File: src/rtl/bmd_pkg.sv
// Shared types and the decode pattern list for the bit-manipulation decoder.
// Assumes a 32-bit instruction word. The order of PATTERNS is the decode
// priority: a lower index wins when several enabled patterns match.
package bmd_pkg;

    localparam int unsigned ILEN    = 32;
    localparam int unsigned REG_W   = 5;
    localparam int unsigned SHAMT_W = 6;
    localparam int unsigned OP_W    = 5;

    typedef enum logic [OP_W-1:0] {
        OP_NOP   = 5'd0,  OP_ANDN  = 5'd1,  OP_ORN   = 5'd2,  OP_XNOR  = 5'd3,
        OP_ROL   = 5'd4,  OP_ROR   = 5'd5,  OP_RORI  = 5'd6,  OP_ROLW  = 5'd7,
        OP_RORW  = 5'd8,  OP_RORIW = 5'd9,  OP_REV8  = 5'd10, OP_ZEXTH = 5'd11,
        OP_BREV8 = 5'd12, OP_PACK  = 5'd13, OP_PACKH = 5'd14, OP_PACKW = 5'd15,
        OP_ZIP   = 5'd16, OP_UNZIP = 5'd17
    } bmd_op_e;

    typedef enum logic [1:0] {BASE_ANY, BASE_NARROW, BASE_WIDE} base_req_e;
    typedef enum logic [1:0] {EXT_EITHER, EXT_GEN, EXT_CRY} ext_req_e;

    typedef struct packed {
        logic [ILEN-1:0] mask;
        logic [ILEN-1:0] value;
        bmd_op_e         op;
        base_req_e       base;
        ext_req_e        ext;
    } pat_t;

    // Field masks: rs2 free, rs2 fixed, 6-bit top field (rs2 + bit 25 free)
    localparam logic [ILEN-1:0] M_R   = 32'hFE00_707F;
    localparam logic [ILEN-1:0] M_R2  = 32'hFFF0_707F;
    localparam logic [ILEN-1:0] M_SH6 = 32'hFC00_707F;

    localparam logic [6:0] OPC_REG  = 7'b0110011;
    localparam logic [6:0] OPC_REGW = 7'b0111011;
    localparam logic [6:0] OPC_IMM  = 7'b0010011;
    localparam logic [6:0] OPC_IMMW = 7'b0011011;

    // Build a match value from the upper 7 bits, bits 24:20, funct3 and opcode
    function automatic logic [ILEN-1:0] enc(input logic [6:0] hi7, input logic [4:0] lo5,
                                            input logic [2:0] f3, input logic [6:0] opc);
        return {hi7, lo5, 5'd0, f3, 5'd0, opc};
    endfunction

    localparam int unsigned N_PAT = 20;
    localparam int unsigned IDX_W = $clog2(N_PAT);

    localparam pat_t PATTERNS [N_PAT] = '{
        '{M_R2,  enc(7'b0000100, 5'd0,  3'b100, OPC_REG ), OP_ZEXTH, BASE_NARROW, EXT_GEN},
        '{M_R2,  enc(7'b0000100, 5'd0,  3'b100, OPC_REGW), OP_ZEXTH, BASE_WIDE,   EXT_GEN},
        '{M_R,   enc(7'b0000100, 5'd0,  3'b100, OPC_REG ), OP_PACK,  BASE_ANY,    EXT_CRY},
        '{M_R,   enc(7'b0000100, 5'd0,  3'b100, OPC_REGW), OP_PACKW, BASE_WIDE,   EXT_CRY},
        '{M_R,   enc(7'b0000100, 5'd0,  3'b111, OPC_REG ), OP_PACKH, BASE_ANY,    EXT_CRY},
        '{M_R,   enc(7'b0100000, 5'd0,  3'b111, OPC_REG ), OP_ANDN,  BASE_ANY,    EXT_EITHER},
        '{M_R,   enc(7'b0100000, 5'd0,  3'b110, OPC_REG ), OP_ORN,   BASE_ANY,    EXT_EITHER},
        '{M_R,   enc(7'b0100000, 5'd0,  3'b100, OPC_REG ), OP_XNOR,  BASE_ANY,    EXT_EITHER},
        '{M_R,   enc(7'b0110000, 5'd0,  3'b001, OPC_REG ), OP_ROL,   BASE_ANY,    EXT_EITHER},
        '{M_R,   enc(7'b0110000, 5'd0,  3'b101, OPC_REG ), OP_ROR,   BASE_ANY,    EXT_EITHER},
        '{M_R,   enc(7'b0110000, 5'd0,  3'b001, OPC_REGW), OP_ROLW,  BASE_WIDE,   EXT_EITHER},
        '{M_R,   enc(7'b0110000, 5'd0,  3'b101, OPC_REGW), OP_RORW,  BASE_WIDE,   EXT_EITHER},
        '{M_R,   enc(7'b0110000, 5'd0,  3'b101, OPC_IMM ), OP_RORI,  BASE_NARROW, EXT_EITHER},
        '{M_SH6, enc(7'b0110000, 5'd0,  3'b101, OPC_IMM ), OP_RORI,  BASE_WIDE,   EXT_EITHER},
        '{M_R,   enc(7'b0110000, 5'd0,  3'b101, OPC_IMMW), OP_RORIW, BASE_WIDE,   EXT_EITHER},
        '{M_R2,  enc(7'b0110100, 5'd24, 3'b101, OPC_IMM ), OP_REV8,  BASE_NARROW, EXT_EITHER},
        '{M_R2,  enc(7'b0110101, 5'd24, 3'b101, OPC_IMM ), OP_REV8,  BASE_WIDE,   EXT_EITHER},
        '{M_R2,  enc(7'b0110100, 5'd7,  3'b101, OPC_IMM ), OP_BREV8, BASE_ANY,    EXT_CRY},
        '{M_R2,  enc(7'b0000100, 5'd15, 3'b001, OPC_IMM ), OP_ZIP,   BASE_NARROW, EXT_CRY},
        '{M_R2,  enc(7'b0000100, 5'd15, 3'b101, OPC_IMM ), OP_UNZIP, BASE_NARROW, EXT_CRY}
    };

endpackage

File: src/rtl/bmd_pattern_cell.sv
// One decode pattern: reports a hit when the word matches the pattern's
// fixed bits and the configuration permits it. Assumes PAT is a constant
// entry of bmd_pkg::PATTERNS.
module bmd_pattern_cell
    import bmd_pkg::*;
#(
    parameter pat_t PAT = '0
) (
    input  logic [ILEN-1:0] instr_i,
    input  logic            cfg_wide_i,
    input  logic            cfg_gen_en_i,
    input  logic            cfg_cry_en_i,
    output logic            hit_o
);

    logic field_ok;
    logic base_ok;
    logic ext_ok;

    // Compare the fixed bits of the word against the pattern
    always_comb field_ok = ((instr_i & PAT.mask) == PAT.value);

    // Check the base-width condition of the pattern
    always_comb begin
        case (PAT.base)
            BASE_ANY:    base_ok = 1'b1;
            BASE_NARROW: base_ok = ~cfg_wide_i;
            BASE_WIDE:   base_ok = cfg_wide_i;
            default:     base_ok = 1'b0;
        endcase
    end

    // Check the extension-enable condition of the pattern
    always_comb begin
        case (PAT.ext)
            EXT_EITHER: ext_ok = cfg_gen_en_i | cfg_cry_en_i;
            EXT_GEN:    ext_ok = cfg_gen_en_i;
            EXT_CRY:    ext_ok = cfg_cry_en_i;
            default:    ext_ok = 1'b0;
        endcase
    end

    // Combine the three conditions
    always_comb hit_o = field_ok & base_ok & ext_ok;

endmodule

File: src/rtl/bmd_prio_pick.sv
// Fixed-priority picker: grants the lowest-index active request.
// Assumes index 0 carries the highest priority.
module bmd_prio_pick #(
    parameter int unsigned N = 4
) (
    input  logic [N-1:0] req_i,
    output logic [N-1:0] grant_o
);

    // Walk from the lowest priority up so that the lowest index wins
    always_comb begin
        grant_o = '0;
        for (int i = N - 1; i >= 0; i--) begin
            if (req_i[i]) begin
                grant_o    = '0;
                grant_o[i] = 1'b1;
            end
        end
    end

    // Priority resolution of overlapping encodings
    always_comb begin
        p_grant_onehot_r7: assert ($onehot0(grant_o));
        p_grant_subset_r7: assert ((grant_o & ~req_i) == '0);
        p_grant_any_r2:    assert ((|grant_o) == (|req_i));
    end

endmodule

File: src/rtl/bmd_result_mux.sv
// Turns the one-hot pattern grant into an operation code and extracts the
// rotate amount. Assumes the grant is one-hot or zero.
module bmd_result_mux
    import bmd_pkg::*;
(
    input  logic [N_PAT-1:0]   grant_i,
    input  logic [5:0]         imm_hi_i,
    output logic [OP_W-1:0]    op_o,
    output logic [SHAMT_W-1:0] shamt_o
);

    // OR together the operation codes of the granted pattern
    always_comb begin
        op_o = '0;
        for (int i = 0; i < int'(N_PAT); i++) begin
            if (grant_i[i]) op_o = op_o | PATTERNS[i].op;
        end
    end

    // Select the rotate amount width by operation
    always_comb begin
        case (op_o)
            OP_RORI:  shamt_o = imm_hi_i;
            OP_RORIW: shamt_o = {1'b0, imm_hi_i[4:0]};
            default:  shamt_o = '0;
        endcase
    end

endmodule

File: src/rtl/bmd_decoder.sv
// Top of the bit-manipulation decoder. Purely combinational: one pattern
// cell per entry of the pattern list, a priority picker and an output mux.
// Assumes all inputs are known and settle together; there is no state.
module bmd_decoder
    import bmd_pkg::*;
(
    input  logic [31:0] instr_i,
    input  logic        cfg_wide_i,
    input  logic        cfg_gen_en_i,
    input  logic        cfg_cry_en_i,
    output logic [4:0]  op_o,
    output logic [4:0]  rd_o,
    output logic [4:0]  rs1_o,
    output logic [4:0]  rs2_o,
    output logic [5:0]  shamt_o,
    output logic        illegal_o
);

    logic [N_PAT-1:0] hit;
    logic [N_PAT-1:0] grant;

    // One matcher per pattern entry
    for (genvar g = 0; g < int'(N_PAT); g++) begin : g_pat
        bmd_pattern_cell #(.PAT(PATTERNS[g])) u_cell (
            .instr_i      (instr_i),
            .cfg_wide_i   (cfg_wide_i),
            .cfg_gen_en_i (cfg_gen_en_i),
            .cfg_cry_en_i (cfg_cry_en_i),
            .hit_o        (hit[g])
        );
    end

    bmd_prio_pick #(.N(N_PAT)) u_pick (
        .req_i   (hit),
        .grant_o (grant)
    );

    bmd_result_mux u_mux (
        .grant_i  (grant),
        .imm_hi_i (instr_i[25:20]),
        .op_o     (op_o),
        .shamt_o  (shamt_o)
    );

    // Pass the register index fields through unchanged
    always_comb begin
        rd_o  = instr_i[11:7];
        rs1_o = instr_i[19:15];
        rs2_o = instr_i[24:20];
    end

    // Flag a word no enabled pattern claims
    always_comb illegal_o = ~|hit;

    // Output consistency against configuration
    always_comb begin
        p_illegal_nop_r2: assert (!illegal_o || op_o == OP_NOP);
        p_legal_op_r2:    assert (illegal_o || op_o != OP_NOP);
        p_shared_gate_r3: assert (illegal_o || cfg_gen_en_i || cfg_cry_en_i);
        p_shamt_rot_r4:   assert (shamt_o == '0 || op_o == OP_RORI || op_o == OP_RORIW);
        p_wide_only_r5:   assert (!(op_o == OP_ROLW || op_o == OP_RORW || op_o == OP_RORIW
                                    || op_o == OP_PACKW) || cfg_wide_i);
        p_zexth_prio_r7:  assert (op_o != OP_ZEXTH || (rs2_o == 5'd0 && cfg_gen_en_i));
        p_crypto_gate_r9: assert (!(op_o == OP_BREV8 || op_o == OP_PACK || op_o == OP_PACKH
                                    || op_o == OP_PACKW) || cfg_cry_en_i);
        p_narrow_only_r10: assert (!(op_o == OP_ZIP || op_o == OP_UNZIP)
                                   || (!cfg_wide_i && cfg_cry_en_i));
    end

endmodule

File: config.mk
export PLATFORM = sky130hd
export DESIGN_NAME = bmd_decoder
export DESIGN_NICKNAME = d
export VERILOG_FILES = /design/src/rtl/bmd_pkg.sv /design/src/rtl/bmd_pattern_cell.sv /design/src/rtl/bmd_prio_pick.sv /design/src/rtl/bmd_result_mux.sv /design/src/rtl/bmd_decoder.sv
export SDC_FILE = /design/constraint.sdc
export NUM_CORES = 1
export LEC_CHECK = 0
export BUFFER_PORTS_ARGS = -buffer_cell sky130_fd_sc_hd__buf_2
export CORE_ASPECT_RATIO = 0.9
export CORE_MARGIN = 3
export CORE_UTILIZATION = 45
export DETAILED_ROUTE_END_ITERATION = 7
export GPL_ROUTABILITY_DRIVEN = 0
export PLACE_DENSITY = 0.95
export RECOVER_POWER = 25
export SLEW_MARGIN = 20
export SYNTH_ARGS = -nofsm -noshare
export SYNTH_HDL_FRONTEND = slang
export SYNTH_SLANG_ARGS = --single-unit
File: constraint.sdc
create_clock -name vclk -period 1.8
set_input_delay 0 -clock vclk [all_inputs]
set_output_delay 0 -clock vclk [all_outputs]
set_load 0.005 [all_outputs]
Word-level counts from Yosys, hierarchy flattened
Cells that the tools add are included.

word-level totals
  input port bits = 35
  output and inout port bits = 27
  word-level logic and storage cells = 99
  register bits = 0

cells by class
  bitwise gates (word level) = 34
  reduce and logical (&&, ||, !) cells = 2
  equality and inequality tests = 22
  mux-type cells = 41

operators by type and width
  operator                                                            number
  20-bit two-way mux                                                  20
  17-bit by 16-bit == test with 1-bit output (second input constant)  9
  22-bit by 18-bit == test with 1-bit output (second input constant)  4
  22-bit by 21-bit == test with 1-bit output (second input constant)  3
  17-bit by 13-bit == test with 1-bit output (second input constant)  3
  4-bit two-way mux                                                   10
  1-bit bitwise AND                                                   32
  20-bit OR reduction                                                 1
  16-bit by 15-bit == test with 1-bit output (second input constant)  1
  3-bit two-way mux                                                   5
  6-bit case mux with 2 select lines                                  1
  5-bit two-way mux                                                   2
  5-bit by 3-bit == test with 1-bit output (second input constant)    1
  5-bit by 4-bit == test with 1-bit output (second input constant)    1
  2-bit two-way mux                                                   2
  1-bit zero test                                                     1
  1-bit two-way mux                                                   1
  1-bit inverter                                                      1
  1-bit bitwise OR                                                    1

Logic depth before layout (Yosys ltp)
  depth in word-level cells = 45
  gate-level depth with buffers = 6
  gate-level depth less buffers = 5

By module
From an unflattened synthesis, not the netlist that was laid out.

second synthesis, totals
  cells, all modules = 254
  area total of the unflattened synthesis = 1961.9 um^2

by module, submodules not included
  module                                    area each (um^2)  instances  sequential area each (um^2)  cells each
  bmd_prio_pick                             276.5             1          0.0                          38
  bmd_result_mux                            195.2             1          0.0                          29
  bmd_decoder                               156.4             1          0.0                          23
  bmd_pattern_cell at g_pat[0].u_cell ...   70.1              2          0.0                          9
  bmd_pattern_cell at g_pat[13].u_cell ...  66.3              2          0.0                          9
  bmd_pattern_cell at g_pat[14].u_cell ...  66.3              2          0.0                          8
  bmd_pattern_cell at g_pat[12].u_cell ...  63.8              2          0.0                          8
  bmd_pattern_cell at g_pat[19].u_cell      83.8              1          0.0                          9
  bmd_pattern_cell at g_pat[1].u_cell       82.6              1          0.0                          9
  bmd_pattern_cell at g_pat[16].u_cell      78.8              1          0.0                          9
  bmd_pattern_cell at g_pat[15].u_cell      75.1              1          0.0                          9
  bmd_pattern_cell at g_pat[10].u_cell      68.8              1          0.0                          8
  bmd_pattern_cell at g_pat[17].u_cell      63.8              1          0.0                          9
  bmd_pattern_cell at g_pat[3].u_cell       62.6              1          0.0                          8
  +5 rows                                   -                 -          -                            -

Worst setup path after synthesis
No wires, ideal clock.

  path type = input port to output port
  start point = input cfg_wide_i
  end point = output op_o[2]
  data required time = 1800 ps
  slack = 740 ps
  stages on the path = 6
  arrival = 1060 ps
  path buffers = 1
  path through = buf_2 xnor2_1 nand2_1 or4_4 o21ai_2 nand3_2

on the way
  longest elaborated chain between the ends = 37
  elaborated cells on any way between the ends = 57
  those cells by class = mux: 34; bitwise: 23

RTL lines
  item                                line                    RTL
  start: declaration                  bmd_decoder.sv:8        input logic cfg_wide_i,
  1-bit inverter                      bmd_pattern_cell.sv:27  BASE_NARROW: base_ok = ~cfg_wide_i;
  1-bit bitwise AND (2 in a row)      bmd_pattern_cell.sv:44  always_comb hit_o = field_ok & base_ok & ext_ok;
  20-bit two-way mux (18 in a row)    bmd_prio_pick.sv:14     if (req_i[i]) begin
  20-bit two-way mux (*)              bmd_prio_pick.sv:14
  4-bit two-way mux (3 in a row)      bmd_result_mux.sv:16    if (grant_i[i]) op_o = op_o | PATTERNS[i].op;
  3-bit two-way mux (3 in a row)      bmd_result_mux.sv:16
  4-bit two-way mux                   bmd_result_mux.sv:16
  3-bit two-way mux (2 in a row)      bmd_result_mux.sv:16
  4-bit two-way mux (3 in a row)      bmd_result_mux.sv:16
  4-bit two-way mux (*)               bmd_result_mux.sv:16
  5-bit two-way mux (*) (2 in a row)  bmd_result_mux.sv:16
  end: declaration                    bmd_decoder.sv:11       output logic [4:0] op_o,

Every way passes the cells marked *; elsewhere a longest branch is shown, timed or not.

Worst setup path after layout
  start point = input instr_i[3]
  end point = output shamt_o[4]

on the way
  longest elaborated chain between the ends = 44
  elaborated cells on any way between the ends = 95
  those cells by class = eq/ne: 22; mux: 41; bitwise: 32

RTL lines
  item                                                                                                  line                    RTL
  start: declaration                                                                                    bmd_decoder.sv:7        input logic [31:0] instr_i,
  22-bit by 18-bit == test with 1-bit output                                                            bmd_pattern_cell.sv:21  always_comb field_ok = ((instr_i & PAT.mask) == PAT.value);
  1-bit bitwise AND (2 in a row)                                                                        bmd_pattern_cell.sv:44
  20-bit two-way mux (18 in a row)                                                                      bmd_prio_pick.sv:14
  20-bit two-way mux (*)                                                                                bmd_prio_pick.sv:14
  4-bit two-way mux (5 in a row)                                                                        bmd_result_mux.sv:16
  1-bit two-way mux                                                                                     bmd_result_mux.sv:16
  2-bit two-way mux (2 in a row)                                                                        bmd_result_mux.sv:16
  3-bit two-way mux (3 in a row)                                                                        bmd_result_mux.sv:16
  4-bit two-way mux                                                                                     bmd_result_mux.sv:16
  3-bit two-way mux (2 in a row)                                                                        bmd_result_mux.sv:16
  4-bit two-way mux (4 in a row)                                                                        bmd_result_mux.sv:16
  5-bit two-way mux                                                                                     bmd_result_mux.sv:16
  5-bit two-way mux (*)                                                                                 bmd_result_mux.sv:16
  5-bit by 4-bit == test with 1-bit output or 5-bit by 3-bit == test with 1-bit output (tied branches)  bmd_result_mux.sv:22    case (op_o)
  6-bit case mux with 2 select lines (*)                                                                bmd_result_mux.sv:22
  end: declaration                                                                                      bmd_decoder.sv:15       output logic [5:0] shamt_o,

Marked as above.

==> qor.txt <==
Vias in the first global route: 822
Avg Inst Size Synth: 7.13 um^2
# clk buffers: 0
Post-synth design cell area: 763 um^2
Ys Warns: 0
Worst-margin pin slew: 0.429 ns
Ant. Diodes: 0
Crit. End Element: output pin
Peak Freq: 0.709 GHz
CTS resizes: 0
Max Cap Viol: 0
Post-CTS setup buffer count: 0
All-Layer GR Usage: 0.200
Chip width: 49.4 um
Multi-input combinational cell area: 637 um^2
Rows: 13
IO Port Bufs: 42
Register Area: 0 um^2
Die span in y: 45.1 um
Via count: 944
Initial antenna violation count: 0
# IOs: 62
Largest net degree at the start of global routing: 10
First-pass GRT wire length: 3.62 mm
Crit path arrival time: 1.41 ns
Total global routing overflow: 0
Status: complete, no violations
RSZ-0062 raised after global routing: false
Gate Count Post-Synth: 107
Crit path capture: shamt_o[4]
CTS hold repair buffers: 0
Maximum vdd drop: 0.0000910 V
1st-pass router iterations: 4
Worst relative slew slack: 0.711
Fillers: 137
Final Setup Violations: 0
Total core area: 1510 um^2
Sequential fraction of the synthesis area: 0
Vias per inst: 6.09
Period minus WS final: 1.41 ns
Final hold viol count: 0
Wire per inst: 14.9 um
1st-iter DRT viols: 35
Starting Density: 0.505
Critical setup path kind: in2out
Cells after DPL: 155
DRC errors left: 0
Routed WL: 2.32 mm
Share of layout cells above drive strength 1: 0.436
Non-filler cells, final: 155
Required time of the critical path: 1.80 ns
Worst slack, placed: 0.402 ns
Post-synthesis cell type count: 41
Number of flip-flops and latches: 0
HP Class: in2out
Worst hold slack: 0.00000225 ns
Fin. max-slew vios: 0
Syn nets: 142
Post-DP HPWL: 1.99 mm
Setup TNS Final: 0 ns
Fin crit share: 0.784
Leak: 0.374 nW
Maximum fanout along the worst path: 8
Crit path launch type: input pin
Final nets: 170
Smallest setup slack after layout: 0.389 ns
Area Overhead vs Synth: 16.1%
Die footprint: 2230 um^2
Worst setup path start: instr_i[3]
Routed Antenna Nets: 0
PD cells: 121 nW/um^2
[layout by cell type (no fill, tap or decap), types with 2 or more instances in the layout]
cell / instances
nor4bb_1: 2
nor4_1: 3
nor3_1: 3
buf_2: 42
and4bb_1: 2
a211oi_1: 2
nand3_1: 6
nor4b_2: 3
nand3_2: 2
nor2_1: 8
nand4_1: 8
nand2b_1: 3
o22ai_1: 3
nor2b_1: 3
nor3_2: 2
a21oi_1: 2
nand2_1: 7
o21ai_0: 3
and2_1: 6
and4_1: 2
[synthesized netlist by cell type]
cell type,number,share of area
buf_4,15,0.15
nand4_1,8,0.066
nor2_1,8,0.039
nand2_1,7,0.034
and2_1,6,0.049
nand3_1,6,0.039
nand2b_1,3,0.025
nor2b_1,3,0.025
nor3_1,3,0.020
nor4_1,3,0.025
nor4b_2,3,0.059
o21ai_0,3,0.020
o22ai_1,3,0.025
a211oi_1,2,0.020
a21oi_1,2,0.013
and4_1,2,0.023
and4bb_1,2,0.033
buf_2,2,0.013
nand3_2,2,0.026
nor3_2,2,0.026
nor4bb_1,2,0.026
a21o_1,1,0.0098
a221oi_1,1,0.011
and2b_1,1,0.0098
and3_1,1,0.0082
and3b_1,1,0.011
and4b_4,1,0.018
inv_1,1,0.0049
nand2_2,1,0.0082
nand4b_1,1,0.011
nand4bb_1,1,0.015
nor3_4,1,0.021
nor3b_1,1,0.0098
nor3b_2,1,0.016
nor3b_4,1,0.025
o211ai_1,1,0.0098
o21a_2,1,0.011
o21ai_2,1,0.011
or3_1,1,0.0082
or4_4,1,0.015
xnor2_1,1,0.011
[layout make-up]
| cell class | count | area share |
|---|---|---|
| Multi-Input combinational cell | 89 | 0.719 |
| Inverter | 1 | 0.00424 |
| Tap cell | 22 | 0.0311 |
| Timing Repair Buffer | 43 | 0.246 |
[metal layers]
metal  track usage  vias up  part of all wire  wire, um
met5             0        -                 0         0
met4        0.0387        0             0.018        41
met3        0.0198        8              0.14       315
met2         0.374       79              0.48      1110
met1         0.254      404              0.37       850
li1              -      453                 -         -
[worst min path at each step]
stage,startpoint,endpoint,slack [ns],cells after the start
floorplan,instr_i[7],rd_o[0],0.08,1
global placement,instr_i[19],rs1_o[4],0.00003,0
detailed placement,instr_i[19],rs1_o[4],0.00003,0
CTS,instr_i[19],rs1_o[4],0.00003,0
global route,instr_i[7],rd_o[0],0.000009,0
finish,instr_i[17],rs1_o[2],0.000002,0
[kinds of logic (layout without fill, tap and decap cells)]
| logic type | after synthesis | in the layout | share of synthesized area |
|---|---|---|---|
| buffers and inverters | 18 | 44 | 0.166 |
| and+or+nand+nor | 73 | 73 | 0.692 |
| AOI/OAI and AO/OA | 15 | 15 | 0.131 |
| xor gates and xnor gates | 1 | 1 | 0.0115 |
[metrics by stage]
| stage | instance area [um^2] | utilization | total power (W) |
|---|---|---|---|
| 2_1_floorplan | 763 | - | 0.0000686 |
| 3_3_place_gp | 886 | 0.586 | 0.000100 |
| 3_5_place_dp | 886 | 0.586 | 0.000105 |
| 4_1_cts | 886 | 0.586 | 0.000105 |
| 5_1_grt | 886 | 0.586 | 0.000115 |
| 6_report | 886 | 0.586 | 0.000107 |
[power by group]
group | internal [W] | switching (W) | leakage [nW]
clock network | 0 | 0 | 0
registers | 0 | 0 | 0
logic | 0.0000472 | 0.0000597 | 0.374
total | 0.0000472 | 0.0000597 | 0.374
[worst max-delay path, stage by stage]
cell      delay (ns)
buf_2           0.13
nor4bb_1        0.29
buf_4           0.21
nand4_1         0.13
o22ai_1         0.36
and2_1          0.18
buf_2           0.11
Note: power is estimated with default switching activity, not from simulation.
